===== src/rtl/lp_pkg.sv =====
package lp_pkg;

    typedef enum logic {
        PH_PRECH = 1'b0,
        PH_EVAL  = 1'b1
    } lp_phase_e;

    // Merge of the two control lines: precharge only with successor done
    // and no token two places ahead; evaluate otherwise.
    function automatic lp_phase_e lp_merge(input logic succ_done, input logic ahead_full);
        return (succ_done && !ahead_full) ? PH_PRECH : PH_EVAL;
    endfunction

endpackage


===== src/rtl/lp_rail_chk.sv =====
module lp_rail_chk #(
    parameter int W = 4
) (
    input  logic [W-1:0] t,
    input  logic [W-1:0] f,
    output logic         is_spacer,
    output logic         is_valid,
    output logic         is_illegal
);
    always_comb begin
        is_spacer  = ~|(t | f);
        is_illegal = |(t & f);
        is_valid   = &(t ^ f);
    end
endmodule


===== src/rtl/lp_stage.sv =====
module lp_stage
    import lp_pkg::*;
#(
    parameter int W = 4
) (
    input  logic         clk,
    input  logic         rst_n,
    input  logic         succ_done,
    input  logic         ahead_full,
    input  logic         up_avail,
    input  logic         up_wave,
    input  logic [W-1:0] up_t,
    input  logic [W-1:0] up_f,
    input  logic         cap_ok,
    output logic         hold,
    output logic         wave,
    output logic         take,
    output logic [W-1:0] dt,
    output logic [W-1:0] df
);
    typedef struct packed {
        logic [W-1:0] t;
        logic [W-1:0] f;
        logic         wave;
    } stage_st_t;

    stage_st_t st_d, st_q;
    lp_phase_e ph;

    always_comb begin
        st_d = st_q;
        ph   = lp_merge(succ_done, ahead_full);
        hold = |(st_q.t | st_q.f);
        // capture a token not yet copied, only from a spacer state
        take = (ph == PH_EVAL) && !hold && up_avail && (up_wave != st_q.wave) && cap_ok;
        if (ph == PH_PRECH) begin
            st_d.t = '0;
            st_d.f = '0;
        end else if (take) begin
            st_d.t    = up_t;
            st_d.f    = up_f;
            st_d.wave = up_wave;
        end
    end

    always_ff @(posedge clk) begin
        if (!rst_n) st_q <= '0;
        else        st_q <= st_d;
    end

    assign wave = st_q.wave;
    assign dt   = st_q.t;
    assign df   = st_q.f;

    assert_prech_spacer_R2: assert property (@(posedge clk) disable iff (!rst_n)
        (succ_done && !ahead_full) |=> (dt == '0 && df == '0));

    assert_hold_stable_R4: assert property (@(posedge clk) disable iff (!rst_n)
        (hold && !(succ_done && !ahead_full)) |=> ($stable(dt) && $stable(df)));

    assert_full_code_R5: assert property (@(posedge clk) disable iff (!rst_n)
        hold |-> ((dt ^ df) == '1 && (dt & df) == '0));
endmodule


===== src/rtl/lp_in_port.sv =====
module lp_in_port #(
    parameter int W = 4
) (
    input  logic         clk,
    input  logic         rst_n,
    input  logic [W-1:0] in_t,
    input  logic [W-1:0] in_f,
    input  logic         take0,
    output logic         in_avail,
    output logic         in_ack,
    output logic         err
);
    typedef struct packed {
        logic ack;
        logic err;
    } port_st_t;

    port_st_t st_d, st_q;
    logic sp, vld, bad;

    lp_rail_chk #(.W(W)) u_chk (
        .t(in_t), .f(in_f), .is_spacer(sp), .is_valid(vld), .is_illegal(bad)
    );

    always_comb begin
        st_d     = st_q;
        in_avail = vld && !st_q.ack;
        st_d.ack = st_q.ack ? !sp : take0;
        st_d.err = bad;
    end

    always_ff @(posedge clk) begin
        if (!rst_n) st_q <= '0;
        else        st_q <= st_d;
    end

    assign in_ack = st_q.ack;
    assign err    = st_q.err;

    assert_ack_holds_R6: assert property (@(posedge clk) disable iff (!rst_n)
        (in_ack && !sp) |=> in_ack);

    assert_ack_drops_R6: assert property (@(posedge clk) disable iff (!rst_n)
        (in_ack && sp) |=> !in_ack);

    assert_bad_flag_R7: assert property (@(posedge clk) disable iff (!rst_n)
        bad |=> err);
endmodule


===== src/rtl/lp_pipe.sv =====
module lp_pipe
    import lp_pkg::*;
#(
    parameter int W = 4,
    parameter int N = 10
) (
    input  logic         clk,
    input  logic         rst_n,
    input  logic [W-1:0] in_t,
    input  logic [W-1:0] in_f,
    output logic         in_ack,
    output logic [W-1:0] out_t,
    output logic [W-1:0] out_f,
    input  logic         out_ack,
    output logic         err
);
    localparam int LAST = N - 1;

    typedef struct packed {
        logic ack_dly;
    } top_st_t;

    top_st_t st_d, st_q;

    logic [W-1:0] s_t [N];
    logic [W-1:0] s_f [N];
    logic [N-1:0] s_hold, s_wave, s_pc, s_ev;
    logic         in_avail, take0;

    always_comb begin
        st_d         = st_q;
        st_d.ack_dly = out_ack;
    end

    always_ff @(posedge clk) begin
        if (!rst_n) st_q <= '0;
        else        st_q <= st_d;
    end

    lp_in_port #(.W(W)) u_in (
        .clk(clk), .rst_n(rst_n), .in_t(in_t), .in_f(in_f), .take0(take0),
        .in_avail(in_avail), .in_ack(in_ack), .err(err)
    );

    for (genvar i = 0; i < N; i++) begin : g_stage
        logic         up_avail, up_wave, cap_ok, s_unused_take;
        logic [W-1:0] up_t, up_f;

        if (i == 0) begin : g_src_in
            assign up_avail = in_avail;
            assign up_wave  = ~s_wave[0];
            assign up_t     = in_t;
            assign up_f     = in_f;
        end else begin : g_src_prev
            assign up_avail = s_hold[i-1];
            assign up_wave  = s_wave[i-1];
            assign up_t     = s_t[i-1];
            assign up_f     = s_f[i-1];
        end

        if (i == LAST) begin : g_ctl_last
            assign s_pc[i] = out_ack;
            assign s_ev[i] = st_q.ack_dly;
            assign cap_ok  = !out_ack;
        end else if (i == LAST - 1) begin : g_ctl_prelast
            assign s_pc[i] = s_hold[i] && (s_wave[i+1] == s_wave[i]);
            assign s_ev[i] = out_ack;
            assign cap_ok  = 1'b1;
        end else begin : g_ctl_inner
            assign s_pc[i] = s_hold[i] && (s_wave[i+1] == s_wave[i]);
            assign s_ev[i] = s_hold[i+2];
            assign cap_ok  = 1'b1;
        end

        if (i == 0) begin : g_take0
            assign take0 = s_unused_take;
        end

        lp_stage #(.W(W)) u_st (
            .clk(clk), .rst_n(rst_n),
            .succ_done(s_pc[i]), .ahead_full(s_ev[i]),
            .up_avail(up_avail), .up_wave(up_wave), .up_t(up_t), .up_f(up_f),
            .cap_ok(cap_ok),
            .hold(s_hold[i]), .wave(s_wave[i]), .take(s_unused_take),
            .dt(s_t[i]), .df(s_f[i])
        );
    end

    assign out_t = s_t[LAST];
    assign out_f = s_f[LAST];

    assert_out_legal_R7: assert property (@(posedge clk) disable iff (!rst_n)
        (out_t & out_f) == '0);

    assert_ack_clears_R2: assert property (@(posedge clk) disable iff (!rst_n)
        ($rose(out_ack) && s_hold[LAST]) |=> (out_t == '0 && out_f == '0));

    assert_idle_under_ack_R8: assert property (@(posedge clk) disable iff (!rst_n)
        (out_ack && !s_hold[LAST]) |=> !s_hold[LAST]);

    assert_token_waits_R8: assert property (@(posedge clk) disable iff (!rst_n)
        (!out_ack && s_hold[LAST]) |=> (s_hold[LAST] && $stable(out_t)));
endmodule


===== config.mk =====
export PLATFORM = sky130hd
export DESIGN_NAME = lp_pipe
export DESIGN_NICKNAME = d
export VERILOG_FILES = /design/src/rtl/lp_pkg.sv /design/src/rtl/lp_rail_chk.sv /design/src/rtl/lp_stage.sv /design/src/rtl/lp_in_port.sv /design/src/rtl/lp_pipe.sv
export SDC_FILE = /design/constraint.sdc
export NUM_CORES = 1
export LEC_CHECK = 0
export BUFFER_PORTS_ARGS = -buffer_cell sky130_fd_sc_hd__buf_2
export CAP_MARGIN = 20
export CORE_ASPECT_RATIO = 0.6
export CORE_UTILIZATION = 54
export CTS_CLUSTER_DIAMETER = 50
export DETAILED_ROUTE_END_ITERATION = 6
export PLACE_DENSITY = 0.75
export SLEW_MARGIN = 0
export SYNTH_ARGS = -nofsm -noshare
export SYNTH_HDL_FRONTEND = slang
export SYNTH_SLANG_ARGS = --single-unit

===== constraint.sdc =====
create_clock -name clk -period 1.8 [get_ports clk]
set_input_delay 0.36 -clock clk [delete_from_list [all_inputs] [get_ports clk]]
set_output_delay 0.36 -clock clk [all_outputs]
set_load 0.01 [all_outputs]

==> results of run 1 <==
==> cells by family after synthesis <==
kind of cell / Yosys count / synth area share
flip-flops: 93 / 0.520
buffers and inverters: 17 / 0.0192
AND/OR/NAND/NOR: 149 / 0.198
XOR/XNOR: 10 / 0.0245
adder cells (fa/ha/maj): 8 / 0.0280
multiplexers: 7 / 0.0196
AO/OA/AOI/OAI: 105 / 0.191
==> layer usage <==
layer  track usage  share of wire  up-vias
met1         0.373           0.53     1411
met2         0.335           0.39      110
met3        0.0775          0.068       14
li1              -              -     1487
met5             0              0        -
met4        0.0856          0.014        0
==> area by class of cell <==
| class | instances | area (um^2) |
|---|---|---|
| inverters | 10 | 37.5 |
| well taps | 84 | 105 |
| clock inverters | 4 | 95.1 |
| repair buffers | 53 | 352 |
| clock buffers | 12 | 145 |
| fillers | 500 | 1950 |
| multi-input cells | 279 | 1700 |
| flip-flops and latches | 93 | 1860 |
==> sequential cells by signal (all words and copies together) (netlist names) <==
signal,flops
g_stage.u_st.df,40
g_stage.u_st.dt,40
g_stage.u_st.wave,10
st_q,1
u_in.err,1
u_in.in_ack,1
==> what timing repair did <==
item / CTS / global route
gates resized for setup: 6 / 4
setup endpoints to repair: 29 / 34
pin swaps: 1 / 4
buffers inserted: 1 / 1
==> power by group <==
group          switching [mW]  internal [mW]
combinational           0.107         0.0724
sequential             0.0112           2.07
clock                   0.700          0.960
total                   0.819           3.10
==> how the worst max path moves through the flow <==
stage / end / slack [ns] / cells past startpoint / start
global placement: g_stage[5].u_st.df[0] / -0.01 / 4 / g_stage[7].u_st.dt[1]
CTS: g_stage[4].u_st.dt[2] / 0.02 / 4 / g_stage[3].u_st.dt[0]
global route: g_stage[7].u_st.df[1] / -0.03 / 6 / g_stage[7].u_st.df[2]
floorplan: g_stage[5].u_st.df[0] / 0.04 / 4 / g_stage[7].u_st.dt[1]
finish: g_stage[7].u_st.dt[1] / 0.04 / 6 / g_stage[7].u_st.df[2]
detailed placement: g_stage[3].u_st.dt[2] / -0.07 / 3 / g_stage[5].u_st.dt[0]
==> per-stage QoR <==
| stage | setup TNS (ns) | area [um^2] | instances |
|---|---|---|---|
| after global routing | -0.116 | 4290 | 535 |
| after global placement | -0.0956 | 3990 | 517 |
| after detailed placement | -0.972 | 3990 | 517 |
| after CTS | 0 | 4270 | 534 |
| after floorplan | 0 | 3580 | 389 |
| final | 0 | 4290 | 535 |
==> cell usage in the layout, fill, tap and decap left out, drive strengths merged, types with 3 or more instances in the layout <==
master,netlist,layout
dfxtp,93,93
nor2,85,85
a21oi,76,76
buf,3,53
nand2,26,26
or4,14,14
nor4,12,12
clkbuf,4,12
o21ai,11,11
inv,9,9
ha,8,8
mux2i,7,7
xor2,6,6
xnor2,4,4
a211oi,4,4
o31ai,4,4
a2111oi,3,3
and3,3,3
bufinv,0,3
==> critical path: stages, from the launching register on <==
cell       delay, ns
dfxtp_1         0.33
or4_4           0.53
buf_4           0.17
a2111oi_4       0.28
buf_4           0.22
a21oi_1         0.07
nor2_1          0.10
==> impl_metrics.yaml, run 1 <==
detailed_routing:
  drtIter0Drc: 315
  wl_mm: 8.14
  num_vias: 3022
  drt_pass1_iterations: 5
  vias_per_cell: 5.65
  drc: 0
  antenna_left: 0
  wl_per_cell_um: 15.2
die:
  die_h_um: 65.1
  rows: 22
  die_area_um2: 6970
  start_util: 0.573
  die_w_um: 107
  boundaryPins: 21
  core-area_um2: 6250
sta:
  timing.final.ws_setup_ns: 0.0403
  fin_crit_ns: 1.76
  finalSetupViolations: 0
  timing.hold.ws_ns: 0.247
  worst_slew_pin_slew_ns: 0.645
  relSlewSlack: 0.567
  fmax_mhz: 568
  finClkSkew_ns: 0.0111
  finalCritPeriodShare: 0.978
  finalHoldViolCount: 0
  final_max_slew_viol_count: 0
placement:
  dp_hpwl_mm: 5.92
  gp_congestion: 0.831
  pre_cts_ws_ns: -0.0746
  port_buffers: 20
synth:
  post-synth-top-count-cell: "dfxtp_1"
  synth_cell_types: 39
  ys.flop_type: "dfxtp_1"
  seq_area_frac_synth: 0.520
  synth_edf_count: 0
  synthTopCellsByCount: "dfxtp_1 (93), nor2_1 (85), a21oi_1 (76)"
  synth_fp_nets: 408
  ys_ff_latch: 93
  synth_area_leader_cell: "dfxtp_1"
  synthDominantCellAreaShare: 0.520
  synthCells: 389
  synthArstFlopShare: 0
  yosysWarnings: 0
  synthTopCellsByArea: "dfxtp_1 (52%), a21oi_1 (11%), nor2_1 (8.9%)"
  syn-cell-area_um2: 3580
  avgSynthCellArea_um2: 9.21
clock_tree:
  ctsHoldBuffers: 0
  clk_pin_slew_ns: 0.09
  clock_path_buffers: 2
  cts_max_level: 3
  cts_tree: "built"
  insertion_delay_ns: 0.37
  clock_sinks: 93
  cts_root_buffer: "clkbuf_8"
  cts_inserted_buffers: 9
global_route:
  grt_pass1_vias: 2585
  gr-total-overflow: 0
  track_usage: 0.251
  antenna_found_initial: 0
  grt_pass1_wl_mm: 13.0
  grt_max_degree: 17
hold_path:
  holdPathEnd: "st_q"
  min-delay-start: "out_ack"
  hold_depth: 2
  hp-class: "in2reg"
run:
  cap_viol_max_count: 0
worst_setup_path:
  worstReg2RegStart: "g_stage[7].u_st.df[2]"
  r2r_end: "g_stage[7].u_st.dt[1]"
  cp_data_arrival_time_ns: 2.07
  r2r_cells: 6
  required_ns: 2.11
  crit_type: "reg2reg"
  cp_max_fo: 8
  setup.worst_path.start_class: "register"
  r2r_slack_ns: 0.04
  cp-end-kind: "register"
pwr:
  p_total_mw: 3.92
  pwr_density_cell_nw_per_um2: 913
  leakage_nw: 1.79
  peakVddDrop_uv: 810
finish:
  nets: 465
  n_antenna_cell: 0
  area_growth_pct: 19.9
  final_util: 0.687
  layout-drive-gt1-share: 0.197
status:
  run_status: "finished, final reports clean"
No activity file was read; power rests on OpenSTA's default activity.
==> run 2: changes to the inputs <==
--- a/config.mk
+++ b/config.mk
@@ -9,6 +9,7 @@
 export CAP_MARGIN = 20
 export CORE_ASPECT_RATIO = 0.6
 export CORE_UTILIZATION = 54
+export CTS_BUF_LIST = sky130_fd_sc_hd__clkbuf_8 sky130_fd_sc_hd__clkbuf_16
 export CTS_CLUSTER_DIAMETER = 50
 export DETAILED_ROUTE_END_ITERATION = 6
 export PLACE_DENSITY = 0.75
==> constraint.sdc (replaced) <==
create_clock -name clk -period 1.8 [get_ports clk]
set_input_delay 0.36 -clock clk [delete_from_list [all_inputs] [get_ports clk]]
set_output_delay 0.36 -clock clk [all_outputs]
set_load 0.005 [all_outputs]
==> run 2 against run 1 <==
  * Utilization did not move
  * Clock skew about the same
  * Wire length is 0.31% lower
  * Register-to-register slack hardly changed
  * Hold slack barely moved
  * Sequential power barely moved
  * Clock power hardly changed
  * Count of clock-buffer cells in the layout fell by 2
  * Critical path depth stayed put
  * Critical endpoint unchanged
==> impl_metrics.yaml, run 2 (synthesized netlist as in run 1, its figures left out) <==
clock_tree:
  clk_pin_slew_ns: 0.09
  ctsHoldBuffers: 0
  cts_tree: "built"
  cts_max_level: 3
  clock_sinks: 93
  cts_root_buffer: "clkbuf_8"
  insertion_delay_ns: 0.37
  clock_path_buffers: 2
  cts_inserted_buffers: 9
worst_setup_path:
  path_cells: "or4_4, buf_4, a2111oi_4, buf_4, a21oi_1, nor2_1"
  r2r_slack_ns: 0.04
  worstReg2RegStart: "g_stage[7].u_st.df[2]"
  crit_top_cell: "buf_4"
  path_delay_family: "simple AND/OR/NAND/NOR gates"
  cp_data_arrival_time_ns: 2.07
  r2r_cells: 6
  required_ns: 2.11
  setup.worst_path.start_class: "register"
  slowest_delay_ns: 0.53
  cp-end-kind: "register"
  r2r_end: "g_stage[7].u_st.dt[1]"
  crit_type: "reg2reg"
  cp_max_fo: 8
  slowest_stage: "or4_4"
  critPathBufInv: 2
sta:
  finalSetupViolations: 0
  timing.final.ws_setup_ns: 0.0388
  fin_crit_ns: 1.76
  relSlewSlack: 0.555
  final_max_slew_viol_count: 0
  worst_slew_pin_slew_ns: 0.663
  fmax_mhz: 568
  finalHoldViolCount: 0
  setup_tns_ns: 0
  finClkSkew_ns: 0.0111
  finalCritPeriodShare: 0.978
die:
  die_w_um: 107
  die_area_um2: 6970
  die_h_um: 65.1
  start_util: 0.573
  core-area_um2: 6250
  rows: 22
  boundaryPins: 21
placement:
  port_buffers: 20
  gp_congestion: 0.831
  dpl_cell_area_um2: 3990
  pre_cts_ws_ns: -0.0746
  dp_hpwl_mm: 5.92
global_route:
  gr-total-overflow: 0
  track_usage: 0.251
  grt_pass1_wl_mm: 13.0
  antenna_found_initial: 0
  grt_max_degree: 17
  grt_pass1_vias: 2585
detailed_routing:
  num_vias: 3019
  drt_pass1_iterations: 5
  antenna_left: 0
  drc: 0
  wl_per_cell_um: 15.2
  drtIter0Drc: 295
  vias_per_cell: 5.64
  wl_mm: 8.12
pwr:
  swShare: 0.209
  p_total_mw: 3.90
  p_clk_frac: 0.422
  p_sw_mw: 0.816
  peakVddDrop_uv: 809
  leakage_nw: 1.80
  p_int_mw: 3.09
  combPwrFrac: 0.046
  seqPwrFrac: 0.533
  pwr_density_cell_nw_per_um2: 909
hold_path:
  holdPathEnd: "st_q"
  min-delay-start: "out_ack"
  hold_depth: 2
  hp-class: "in2reg"
finish:
  n_antenna_cell: 0
  layout-drive-gt1-share: 0.197
  fin_area_um2: 4290
  mostFrequentLayoutCells: "dfxtp_1 (93), nor2_1 (85), a21oi_1 (76), buf_4 (32), nand2_1 (26)"
  final_common_cell: "dfxtp_1"
  nets: 465
  area_growth_pct: 19.9
status:
  run_status: "finished, final reports clean"
run:
  cap_viol_max_count: 0
run 2: cell count changes in the layout (fill, tap and decap cells not counted):
| cell | before | now |
|---|---|---|
| clkbuf_1 | 2 | 0 |
| inv_1 | 9 | 11 |
run 2: worst max-delay path by stage:
stage | start | endpoint | slack, ns | cells past startpoint
6_report | g_stage[7].u_st.df[2] | g_stage[7].u_st.dt[1] | 0.04 | 6
3_5_place_dp | g_stage[5].u_st.dt[0] | g_stage[3].u_st.dt[2] | -0.07 | 3
4_1_cts | g_stage[3].u_st.dt[0] | g_stage[4].u_st.dt[2] | 0.02 | 4
5_1_grt | g_stage[7].u_st.df[2] | g_stage[7].u_st.df[1] | -0.03 | 6
2_1_floorplan | g_stage[7].u_st.dt[1] | g_stage[5].u_st.df[0] | 0.04 | 4
3_3_place_gp | g_stage[7].u_st.dt[1] | g_stage[5].u_st.df[0] | -0.01 | 4
run 2: layout make-up:
cell class	instances	area, um^2
tap	84	105
multi-input combinational	279	1700
sequential	93	1860
inverter	10	37.5
timing repair buffer	53	352
clock buffer	10	138
fill	500	1950
clock inverter	6	103
run 2: layer usage:
metal	wire, um	track usage	share of wire	up-vias
met5	0	0	0	-
met4	138	0.0856	0.017	0
met2	3110	0.335	0.38	101
met1	4350	0.373	0.54	1415
met3	513	0.0775	0.063	16
li1	-	-	-	1487
run 2: timing repair:
action / 4_1_cts / 5_1_grt
endpoints found under the setup margin: 29 / 34
resized for setup: 6 / 4
pin swaps: 1 / 4
buffers inserted: 1 / 1
run 2: power groups by stage:
stage / logic [mW] / registers [mW] / clock network, mW
after CTS: 0.177 / 2.08 / 1.67
after floorplan: 0.108 / 2.12 / 0
after detailed placement: 0.171 / 2.13 / 0
after global placement: 0.167 / 2.13 / 0
after global routing: 0.199 / 2.08 / 1.77
final: 0.178 / 2.08 / 1.65
run 2: metrics by stage:
step	std cells	hold WS, ns	utilization
4_1_cts	534	0.235	0.684
3_3_place_gp	517	0.452	0.638
2_1_floorplan	389	0.443	-
6_report	535	0.247	0.687
5_1_grt	535	0.236	0.687
3_5_place_dp	517	0.459	0.638
